==> config.mk <==
export PLATFORM = sky130hd
export DESIGN_NAME = apb_activity_counters
export DESIGN_NICKNAME = d
export VERILOG_FILES = /design/src/rtl/apb_activity_counters.sv
export SDC_FILE = /design/constraint.sdc
export NUM_CORES = 1
export LEC_CHECK = 0
export ABC_AREA = 1
export BUFFER_PORTS_ARGS = -buffer_cell sky130_fd_sc_hd__buf_2
export CAP_MARGIN = 0
export CORE_MARGIN = 3
export CORE_UTILIZATION = 56
export CTS_CLUSTER_SIZE = 40
export DETAILED_ROUTE_END_ITERATION = 16
export HOLD_SLACK_MARGIN = 0.08
export PLACE_DENSITY = 0.78
export REMOVE_ABC_BUFFERS = 1
export SYNTH_ARGS = -nofsm -noshare
export SYNTH_HDL_FRONTEND = slang
export SYNTH_SLANG_ARGS = --single-unit
==> constraint.sdc <==
create_clock -name clk -period 2.8 [get_ports clk]
set_input_delay 0.14 -clock clk [delete_from_list [all_inputs] [get_ports clk]]
set_output_delay 0.14 -clock clk [all_outputs]
set_load 0.02 [all_outputs]
==> src/rtl/apb_activity_counters.sv <==
module apb_activity_counters #(
  parameter int CNT_W = 16,
  parameter int RUN_W = 7,
  parameter int GAP_W = 4
) (
  input  logic             clk,
  input  logic             rst_n,
  input  logic             mon_sel,
  input  logic             mon_en,
  input  logic             mon_wr,
  input  logic [3:0]       rd_addr,
  output logic [CNT_W-1:0] rd_data
);
  localparam int NCNT = 16;
  localparam int NBIN = 6;
  localparam logic [CNT_W-1:0] CMAX = '1;
  localparam logic [RUN_W-1:0] RMAX = '1;
  localparam logic [GAP_W-1:0] GMAX = '1;

  logic             prev_sel, run_ok;
  logic [RUN_W-1:0] run_len;
  logic             hi_seen;
  logic [GAP_W-1:0] gap;
  logic             prev_wr, wr_seen;
  logic [NCNT-1:0]  bump;
  logic [CNT_W-1:0] cnt [NCNT];

  wire run_end = !mon_sel && prev_sel && run_ok;

  always_comb begin
    bump = '0;
    bump[0] = mon_sel && mon_wr;
    bump[1] = mon_sel && !mon_wr;
    bump[2] = !mon_sel;
    if (run_end) begin
      bump[9] = 1'b1;
      for (int k = 0; k < NBIN; k++)
        if (run_len == RUN_W'(2 << k)) begin
          bump[3+k] = 1'b1;
          bump[9]   = 1'b0;
        end
    end
    if (mon_en && hi_seen) begin
      bump[10] = (gap == GAP_W'(1));
      bump[11] = (gap >= GAP_W'(2)) && (gap <= GAP_W'(10));
    end
    if (mon_en && wr_seen)
      case ({prev_wr, mon_wr})
        2'b11:   bump[12] = 1'b1;
        2'b10:   bump[13] = 1'b1;
        2'b01:   bump[14] = 1'b1;
        default: bump[15] = 1'b1;
      endcase
  end

  always_ff @(posedge clk or negedge rst_n) begin
    if (!rst_n) begin
      prev_sel <= 1'b1;
      run_ok   <= 1'b0;
      run_len  <= '0;
      hi_seen  <= 1'b0;
      gap      <= '0;
      prev_wr  <= 1'b0;
      wr_seen  <= 1'b0;
    end else begin
      prev_sel <= mon_sel;
      if (mon_sel && !prev_sel) begin
        run_len <= RUN_W'(1);
        run_ok  <= 1'b1;
      end else if (mon_sel && run_len != RMAX) begin
        run_len <= run_len + 1'b1;
      end
      if (mon_en) begin
        hi_seen <= 1'b1;
        gap     <= '0;
        prev_wr <= mon_wr;
        wr_seen <= 1'b1;
      end else if (gap != GMAX) begin
        gap <= gap + 1'b1;
      end
    end
  end

  for (genvar i = 0; i < NCNT; i++) begin : g_cnt
    always_ff @(posedge clk or negedge rst_n) begin
      if (!rst_n)                      cnt[i] <= '0;
      else if (bump[i] && cnt[i] != CMAX) cnt[i] <= cnt[i] + 1'b1;
    end

    a_r9_no_overflow: assert property (@(posedge clk) disable iff (!rst_n)
      (cnt[i] == CMAX) |=> (cnt[i] == CMAX));
  end

  assign rd_data = cnt[rd_addr];

  a_r1_one_class: assert property (@(posedge clk) disable iff (!rst_n)
    $countones(bump[2:0]) == 1);

  a_r3_one_bin: assert property (@(posedge clk) disable iff (!rst_n)
    $onehot0(bump[9:3]));

  a_r2_bin_at_fall: assert property (@(posedge clk) disable iff (!rst_n)
    (|bump[9:3]) |-> (!mon_sel && $past(mon_sel)));

  a_r6_b2b_shape: assert property (@(posedge clk) disable iff (!rst_n)
    bump[10] |-> (mon_en && !$past(mon_en) && $past(mon_en, 2)));

  a_r7_gap_exclusive: assert property (@(posedge clk) disable iff (!rst_n)
    !(bump[10] && bump[11]));

  a_r8_order_on_enable: assert property (@(posedge clk) disable iff (!rst_n)
    (|bump[15:12]) |-> (mon_en && $onehot(bump[15:12])));
endmodule

==> impl_metrics.env, run 1 <==
export IMPL_ys_flop_type="dfrtp_1"
export IMPL_synth_area_top_cells="dfrtp_1, nand2_1, nand3_1, xor2_1, o21ai_0"
export IMPL_synthTopCellsByCount="nand2_1, dfrtp_1, inv_1"
export IMPL_clk_latency_ns=0.52
export IMPL_hold_viol=0
export IMPL_final_max_slew_viol_count=0
export IMPL_areaGrowthSynthToFinish_pct=8.56
export IMPL_drt_iter0_markers=1549
export IMPL_timing_setup_tns_ns=0
export IMPL_r2r_cells=10
export IMPL_die_h_microns=188
export IMPL_antenna_found_initial=0
export IMPL_place_congestion=0.960
export IMPL_grt_max_degree=83
export IMPL_post_cts_setup_buffer_count=0
export IMPL_cts_root_buf="clkbuf_16"
export IMPL_fin_nets=2737
export IMPL_swShare=0.344
export IMPL_worst_ep_required_time_ns=2.66
export IMPL_grt_use_total=0.282
export IMPL_end_kind="output pin"
export IMPL_ant_nets=0
export IMPL_yosys_area_top_type="dfrtp_1"
export IMPL_drv_cap=0
export IMPL_cts_buffers=34
export IMPL_port_buffers=24
export IMPL_rsz0062_at_grt="false"
export IMPL_seq_power_share=0.429
export IMPL_drive_gt1_frac=0.0601
export IMPL_fin_area_sq_mm=0.0201
export IMPL_ios=25
export IMPL_yosysMostFrequentCell="nand2_1"
export IMPL_grt_pass1_vias=16900
export IMPL_vias=17900
export IMPL_clkSinkCount=271
export IMPL_placed_cells=3101
export IMPL_dieArea_sq_mm=0.0352
export IMPL_dpl_cell_area_sq_mm=0.0188
export IMPL_max_slew_margin_rel=0.546
export IMPL_synth_warnings=0
export IMPL_drc=0
export IMPL_cts_buffer_depth=3
export IMPL_p_sw_mw=4.34
export IMPL_cp_start_kind="register"
export IMPL_place_hpwl_microns=36200
export IMPL_syn_cell_area_sq_mm=0.0185
export IMPL_worstMarginPinSlew_ns=0.680
export IMPL_wire_per_inst_microns=15.8
export IMPL_ys_ff_latch=271
export IMPL_combPwrFrac=0.208
export IMPL_grt_pass1_wl_microns=82800
export IMPL_finalWirelength_microns=50000
export IMPL_clk_pin_slew_worst_paths_ns=0.06
export IMPL_yosysSeqAreaShare=0.367
export IMPL_synth_edff_count=0
export IMPL_fin_skew_ns=0.0122
export IMPL_final_period_utilization=0.795
export IMPL_post_cts_resized=0
export IMPL_syn_inst=2716
export IMPL_fp_dieW_microns=188
export IMPL_r2r_slack_ns=0.68
export IMPL_arrival_ns=2.09
export IMPL_power_density_mw_per_mm2=629
export IMPL_clock_power_share=0.363
export IMPL_fmax_mhz=449
export IMPL_finalSetupViolations=0
export IMPL_synthArstFlopShare=1.00
export IMPL_fin_cells=3167
export IMPL_rr_startpoint="cnt[176]$_DFFE_PN0P_"
export IMPL_intPower_mw=8.29
export IMPL_cts_tree="yes"
export IMPL_crit_type="register to output pin"
export IMPL_status="finished clean"
export IMPL_whs_ns=0.186
export IMPL_irDropWorstVdd_mv=0.440
export IMPL_hold_path_class="input pin to asynchronous set/reset pin"
export IMPL_avgSynthCellArea_sq_um=6.81
export IMPL_synth_top_area_frac=0.365
export IMPL_synth_cell_type_count=40
export IMPL_power_total_mw=12.6
export IMPL_vias_per_cell=5.64
export IMPL_initial_core_util=0.577
export IMPL_reg2reg_to="cnt[182]$_DFFE_PN0P_"
export IMPL_core_area_sq_mm=0.0320
export IMPL_rows=65
export IMPL_worst_path_max_fanout=4
export IMPL_firstDrtPassIters=7
export IMPL_htree_num_levels=2
export IMPL_p_leak_nw=9.27
export IMPL_finalCriticalPeriod_ns=2.23
export IMPL_grt_ovfl_total=0
==> how the worst max path moves through the flow <==
stage | endpoint | startpoint | depth (start not counted) | slack, ns
after floorplan | cnt[186]$_DFFE_PN0P_ | cnt[176]$_DFFE_PN0P_ | 9 | 0.79
after global placement | cnt[121]$_DFFE_PN0P_ | cnt[112]$_DFFE_PN0P_ | 8 | 0.74
after detailed placement | cnt[182]$_DFFE_PN0P_ | cnt[176]$_DFFE_PN0P_ | 10 | 0.69
after CTS | rd_data[7] | cnt[231]$_DFFE_PN0P_ | 7 | 0.64
after global routing | cnt[26]$_DFFE_PN0P_ | cnt[16]$_DFFE_PN0P_ | 8 | 0.39
final | rd_data[7] | cnt[231]$_DFFE_PN0P_ | 7 | 0.57
==> per-layer routing <==
metal  vias to the layer above  GRT usage  part of all wire
met2                       705      0.464              0.46
met5                         -          0                 0
met1                      8272      0.379              0.42
li1                       8749          -                 -
met4                         0      0.109             0.039
met3                       145     0.0406             0.077
==> logic make-up (layout without fill, tap and decap cells) <==
group           after synthesis  in the layout  share of synthesized area
simple gates               1520           1520                      0.348
compound gates              378            378                      0.109
xor+xnor                    166            166                     0.0786
other cells                   0              1                          0
flops                       271            271                      0.367
fa+ha+maj                    22             22                     0.0149
buf+inv                     359            374                     0.0830
==> layout by cell type, fill, tap and decap left out, drive strengths merged, types with 21 or more instances in the layout <==
cell	synthesis	final
nand2	893	893
nor2	247	247
dfrtp	270	270
o211ai	21	21
nand3	248	248
xnor2	37	37
buf	57	38
o21ai	239	239
nor3	69	69
a21oi	113	113
nand4	57	57
ha	22	22
clkbuf	31	48
xor2	129	129
inv	271	272
==> critical path, stage by stage (launching register included) <==
cell and delay (ns):
dfrtp_1 0.42, inv_1 0.12, a21oi_1 0.19, o21ai_0 0.15, nand3_1 0.11, nand3_1 0.22
nand2_1 0.16, buf_2 0.19
==> through the flow <==
stage	setup slack, ns	utilization
2_1_floorplan	0.791	-
3_3_place_gp	0.742	0.588
3_5_place_dp	0.691	0.588
4_1_cts	0.644	0.626
5_1_grt	0.394	0.626
6_report	0.574	0.626
==> what timing repair did <==
action	4_1_cts	5_1_grt
hold buffers	4	0
endpoints found under the hold margin	90	0
endpoints found under the setup margin	0	0
==> state kept, by name, summed over array words and instances (netlist names) <==
signal,flops
prev_wr,1
run_ok,1
prev_sel,1
run_len,7
gap,4
wr_seen,1
cnt,256
==> area by class of cell <==
| cell class | count | area (sq um) |
|---|---|---|
| clock inverters | 13 | 125 |
| well taps | 435 | 544 |
| flip-flops and latches | 271 | 6780 |
| fillers | 2896 | 12000 |
| inverters | 271 | 1020 |
| multi-input cells | 2086 | 10200 |
| repair buffers | 42 | 365 |
| clock buffers | 48 | 1060 |
| diodes | 1 | 2.50 |
==> power groups by stage <==
stage | Sequential (mW) | Clock (mW) | Combinational (mW)
after floorplan | 5.17 | 0 | 1.86
after global placement | 5.42 | 0 | 2.50
after detailed placement | 5.44 | 0 | 2.58
after CTS | 5.39 | 4.64 | 2.61
after global routing | 5.51 | 4.80 | 2.98
final | 5.42 | 4.58 | 2.63
(Power assumes the default switching activity.)
==> inputs of run 2 (changes only) <==
Settings changed: ABC_AREA 1 to 0.
Clock period 2.8 ns to 2.25 ns, I/O delays scaled along.
==> impl_metrics.env, run 2 <==
export IMPL_synth_compound_area_frac=0.0289
export IMPL_synthTopCellsByCount="dfrtp_1, xnor2_1, nand3_1"
export IMPL_worst_path_max_fanout=2
export IMPL_synthSimpleGateAreaFrac=0.192
export IMPL_min_from="run_ok$_DFFE_PN0P_"
export IMPL_status="finished with violations"
export IMPL_fmax_mhz=428
export IMPL_layout_common_cells="dfrtp_1, buf_4, xnor2_1, nand3_1, nand2_1"
export IMPL_p_leak_nw=8.06
export IMPL_r2r_slack_ns=0.08
export IMPL_fp_dieW_microns=168
export IMPL_register_area_sq_mm=0.00685
export IMPL_vias_per_cell=6.35
export IMPL_synth_cell_type_count=60
export IMPL_vias=11800
export IMPL_wire_per_inst_microns=21.4
export IMPL_top_register="cnt"
export IMPL_ios=25
export IMPL_synth_warnings=0
export IMPL_clk_pin_slew_worst_paths_ns=0.06
export IMPL_htree_num_levels=1
export IMPL_initial_core_util=0.576
export IMPL_rr_startpoint="run_len[6]$_DFFE_PN0P_"
export IMPL_synth_top_family_by_area="simple AND/OR/NAND/NOR gates"
export IMPL_power_density_mw_per_mm2=764
export IMPL_synthArstFlopShare=1.00
export IMPL_irDropWorstVdd_mv=0.711
export IMPL_grt_pass1_vias=11600
export IMPL_largest_register_ffs=256
export IMPL_max_slew_margin_rel=0.515
export IMPL_drv_cap=0
export IMPL_multi_input_area_sq_mm=0.00763
export IMPL_ys_flop_type="dfrtp_1"
export IMPL_worst_ep_required_time_ns=2.14
export IMPL_finalSetupViolations=16
export IMPL_whs_ns=0.467
export IMPL_grt_use_total=0.276
export IMPL_hold_path_class="register to register"
export IMPL_avgSynthCellArea_sq_um=11.6
export IMPL_fill_cells=1638
export IMPL_drc=0
export IMPL_yosys_area_top_type="dfrtp_1"
export IMPL_cts_root_buf="clkbuf_16"
export IMPL_dieArea_sq_mm=0.0281
export IMPL_preCtsSetupSlack_ns=-0.0664
export IMPL_synth_edff_count=0
export IMPL_fin_nets=1537
export IMPL_place_congestion=0.933
export IMPL_end_kind="output pin"
export IMPL_final_common_cell="dfrtp_1"
export IMPL_core_area_sq_mm=0.0254
export IMPL_cp_start_kind="register"
export IMPL_drive_gt1_frac=0.309
export IMPL_yosysMostFrequentCell="dfrtp_1"
export IMPL_yosys_area_share_adder=0.0188
export IMPL_cts_tree="yes"
export IMPL_final_period_utilization=1.04
export IMPL_finalWirelength_microns=39700
export IMPL_yosysSeqAreaShare=0.463
export IMPL_synth_top_area_frac=0.462
export IMPL_cts_buffer_depth=3
export IMPL_diodes=0
export IMPL_crit_type="register to output pin"
export IMPL_synth_xor_area_frac=0.136
export IMPL_drt_iter0_markers=1318
export IMPL_final_max_slew_viol_count=0
export IMPL_areaGrowthSynthToFinish_pct=22.9
export IMPL_synth_area_top_cells="dfrtp_1, mux4_2, xnor2_1, xor2_1, nand3_1"
export IMPL_holdPathEnd="run_ok$_DFFE_PN0P_"
export IMPL_hold_depth=1
export IMPL_rsz0062_at_grt="true"
export IMPL_grt_pass1_wl_microns=62300
export IMPL_clk_latency_ns=0.57
export IMPL_worstMarginPinSlew_ns=0.721
export IMPL_ant_nets=0
export IMPL_arrival_ns=2.22
export IMPL_grt_max_degree=71
export IMPL_cts_buffers=30
export IMPL_fin_skew_ns=0.0364
export IMPL_hold_viol=0
export IMPL_fin_ws_ns=-0.0871
export IMPL_r2r_cells=5
export IMPL_muxShareOfSynthArea=0.142
export IMPL_rows=58
export IMPL_grt_ovfl_total=0
export IMPL_port_buffers=24
export IMPL_ys_ff_latch=271
export IMPL_clkSinkCount=271
export IMPL_reg2reg_to="cnt[155]$_DFFE_PN0P_"
export IMPL_place_hpwl_microns=26000
export IMPL_violations="setup timing"
export IMPL_finalCriticalPeriod_ns=2.34
export IMPL_firstDrtPassIters=5
export IMPL_syn_cell_area_sq_mm=0.0146
export IMPL_reg_top3="cnt x256, run_len x7, gap x4"
export IMPL_die_h_microns=168
export IMPL_antenna_found_initial=0
export IMPL_syn_inst=1259
## run 2: cell type report
type                            instances  area share
Sequential cell                       271       0.381
Clock inverter                         11     0.00661
Clock buffer                           42      0.0481
Inverter                               28     0.00584
Multi-Input combinational cell        929       0.424
Tap cell                              330      0.0230
Timing Repair Buffer                  246       0.111
## run 2: worst max path at each step
stage / cells past startpoint / startpoint / slack, ns / end
after CTS: 3 / cnt[221]$_DFFE_PN0P_ / -0.07 / rd_data[13]
after detailed placement: 7 / run_len[0]$_DFFE_PN0P_ / -0.07 / cnt[189]$_DFFE_PN0P_
final: 3 / cnt[244]$_DFFE_PN0P_ / -0.09 / rd_data[4]
after floorplan: 4 / cnt[67]$_DFFE_PN0P_ / 0.04 / cnt[65]$_DFFE_PN0P_
after global placement: 7 / run_len[0]$_DFFE_PN0P_ / 0.02 / cnt[189]$_DFFE_PN0P_
after global routing: 3 / cnt[77]$_DFFE_PN0P_ / -0.1 / rd_data[13]
## run 2: cells by family after synthesis
family	after synthesis
buf+inv	59
xor+xnor	228
fa+ha+maj	22
mux	105
compound gates	58
flops	271
simple gates	516
## run 2: through the flow
step	cells	area, sq um	total power, mW	util	TNS [ns]
floorplan	1228	14500	7.28	-	0
CTS	1817	17600	13.6	0.694	-0.556
global route	1857	18000	14.3	0.708	-1.02
global placement	1633	15500	8.08	0.609	0
detailed placement	1633	15500	8.20	0.609	-0.0686
finish	1857	18000	13.7	0.708	-0.655
## run 2: what timing repair did
item / CTS / global route
pin swaps: 0 / 1
hold buffers: 6 / 0
setup endpoints to repair: 18 / 32
resized for setup: 78 / 19
hold endpoints to repair: 280 / 0
buffers inserted: 125 / 40
## run 2: report_power, final
group / leakage (nW) / total (mW) / switching (mW) / internal, mW
clock: 0.489 / 4.86 / 1.97 / 2.89
sequential: 3.55 / 5.94 / 0.522 / 5.42
combinational: 4.02 / 2.94 / 1.44 / 1.50
## run 2: worst max-delay path: stages, from the launching register on
cell     delay [ns]
dfrtp_2        0.42
mux4_2         0.52
mux4_2         0.55
buf_6          0.17
## run 2: routing by layer
| layer | global-route usage | share of wire | vias up |
|---|---|---|---|
| li1 | - | - | 5157 |
| met1 | 0.371 | 0.40 | 5925 |
| met2 | 0.437 | 0.47 | 582 |
| met3 | 0.0701 | 0.089 | 124 |
| met4 | 0.105 | 0.043 | 0 |
| met5 | 0 | 0 | - |
==> inputs of run 3 (changes only) <==
Clock period 2.25 ns to 2.72 ns, I/O delays scaled along.
==> impl_metrics.env, run 3 (same netlist as run 2, synthesis figures left out) <==
export IMPL_dpl_cell_area_sq_mm=0.0153
export IMPL_diodes=0
export IMPL_core_area_sq_mm=0.0254
export IMPL_final_period_utilization=0.886
export IMPL_cpMostUsedCell="mux4_2"
export IMPL_multi_input_area_sq_mm=0.00759
export IMPL_fin_area_sq_mm=0.0164
export IMPL_hold_path_class="input pin to asynchronous set/reset pin"
export IMPL_finalSetupViolations=0
export IMPL_worst_path_max_fanout=5
export IMPL_place_congestion=0.942
export IMPL_reg_top3="cnt x256, run_len x7, gap x4"
export IMPL_max_slew_margin_rel=0.430
export IMPL_rows=58
export IMPL_fp_dieW_microns=168
export IMPL_p_leak_nw=7.11
export IMPL_final_common_cell="dfrtp_1"
export IMPL_clk_latency_ns=0.56
export IMPL_crit_type="register to output pin"
export IMPL_clk_pin_slew_worst_paths_ns=0.06
export IMPL_drc=0
export IMPL_die_h_microns=168
export IMPL_drv_cap=0
export IMPL_arrival_ns=2.27
export IMPL_layout_common_cells="dfrtp_1, xnor2_1, nand3_1, nand2_1, nand4_1"
export IMPL_final_max_slew_viol_count=0
export IMPL_fmax_mhz=415
export IMPL_rsz0062_at_grt="false"
export IMPL_max_stage_delay_ns=0.55
export IMPL_end_kind="output pin"
export IMPL_irDropWorstVdd_mv=0.503
export IMPL_grt_max_degree=75
export IMPL_grt_pass1_vias=10400
export IMPL_areaGrowthSynthToFinish_pct=11.7
export IMPL_port_buffers=24
export IMPL_power_total_mw=10.8
export IMPL_vias_per_cell=6.37
export IMPL_clkSinkCount=271
export IMPL_wire_per_inst_microns=21.3
export IMPL_ios=25
export IMPL_cts_root_buf="clkbuf_16"
export IMPL_r2r_slack_ns=0.34
export IMPL_firstDrtPassIters=8
export IMPL_fin_skew_ns=0.0179
export IMPL_fin_cells=1668
export IMPL_fill_cells=1883
export IMPL_timing_setup_tns_ns=0
export IMPL_grt_ovfl_total=0
export IMPL_top_register="cnt"
export IMPL_r2r_cells=7
export IMPL_grt_use_total=0.254
export IMPL_finalCriticalPeriod_ns=2.41
export IMPL_reg2reg_to="cnt[189]$_DFFE_PN0P_"
export IMPL_antenna_found_initial=1
export IMPL_critPathSlowestCell="mux4_2"
export IMPL_cts_tree="yes"
export IMPL_cp_cell_sequence="mux4_2, mux4_2, buf_2"
export IMPL_hold_viol=0
export IMPL_status="finished clean"
export IMPL_largest_register_ffs=256
export IMPL_cp_start_kind="register"
export IMPL_drt_iter0_markers=1170
export IMPL_fin_ws_ns=0.310
export IMPL_cts_buffer_depth=3
export IMPL_drive_gt1_frac=0.166
export IMPL_htree_num_levels=1
export IMPL_vias=10600
export IMPL_preCtsSetupSlack_ns=0.247
export IMPL_initial_core_util=0.576
export IMPL_register_area_sq_mm=0.00678
export IMPL_cts_buffers=30
export IMPL_finalWirelength_microns=35500
export IMPL_rr_startpoint="run_len[0]$_DFFE_PN0P_"
export IMPL_worstMarginPinSlew_ns=0.847
export IMPL_worst_ep_required_time_ns=2.58
export IMPL_ant_nets=0
export IMPL_placed_cells=1609
export IMPL_power_density_mw_per_mm2=662
export IMPL_place_hpwl_microns=26100
export IMPL_fin_nets=1346
export IMPL_grt_pass1_wl_microns=57200
export IMPL_dieArea_sq_mm=0.0281
## run 3: cell count changes in the layout (fill, tap and decap cells not counted), sizes merged
cell,change
clkinv,-3
dlygate4sd3,-1
clkinvlp,+3
inv,+2
buf,-190
## run 3: power by group
| part | total (mW) | internal (mW) | switching (mW) |
|---|---|---|---|
| clock | 4.14 | 2.46 | 1.68 |
| combinational | 1.56 | 0.787 | 0.773 |
| sequential | 5.12 | 4.46 | 0.662 |
| total | 10.8 | 7.71 | 3.11 |
## run 3: how the worst max path moves through the flow
stage                      endpoint              startpoint  cells after the start
2_1_floorplan   cnt[65]$_DFFE_PN0P_     cnt[67]$_DFFE_PN0P_                      4
3_3_place_gp   cnt[189]$_DFFE_PN0P_  run_len[0]$_DFFE_PN0P_                      7
3_5_place_dp   cnt[189]$_DFFE_PN0P_  run_len[0]$_DFFE_PN0P_                      7
4_1_cts        cnt[189]$_DFFE_PN0P_  run_len[0]$_DFFE_PN0P_                      7
5_1_grt        cnt[189]$_DFFE_PN0P_  run_len[0]$_DFFE_PN0P_                      7
6_report                 rd_data[4]     cnt[68]$_DFFE_PN0P_                      3
## run 3: layer usage
| metal | GRT usage | wire length (microns) | vias up |
|---|---|---|---|
| met2 | 0.397 | 16300 | 419 |
| met4 | 0.0854 | 1320 | 2 |
| met3 | 0.0512 | 2990 | 74 |
| met5 | 0 | 13 | - |
| li1 | - | - | 4781 |
| met1 | 0.361 | 14900 | 5343 |
## run 3: final cells by class
type / instances / area share
Multi-Input combinational cell: 929 / 0.464
Clock inverter: 13 / 0.00834
Clock buffer: 42 / 0.0543
Tap cell: 330 / 0.0253
Timing Repair Buffer: 55 / 0.0268
Sequential cell: 271 / 0.415
Inverter: 28 / 0.00643
## run 3: worst max-delay path: cells and delay by family, from the launching register on
kind / cells / cell delay, ns
muxes: 2 / 1.09
DFF: 1 / 0.45
buffers and inverters: 1 / 0.19
## run 3: per-stage QoR
stage          utilization  hold WS (ns)
2_1_floorplan            -        -0.160
3_3_place_gp         0.602         0.155
3_5_place_dp         0.602         0.157
4_1_cts              0.644         0.165
5_1_grt              0.644         0.199
6_report             0.644         0.153
## run 3: repair_timing
action	4_1_cts	5_1_grt
resized for setup	0	1
setup buffers	0	0
hold buffers	4	0
endpoints found under the setup margin	0	1
hold endpoints to repair	188	0
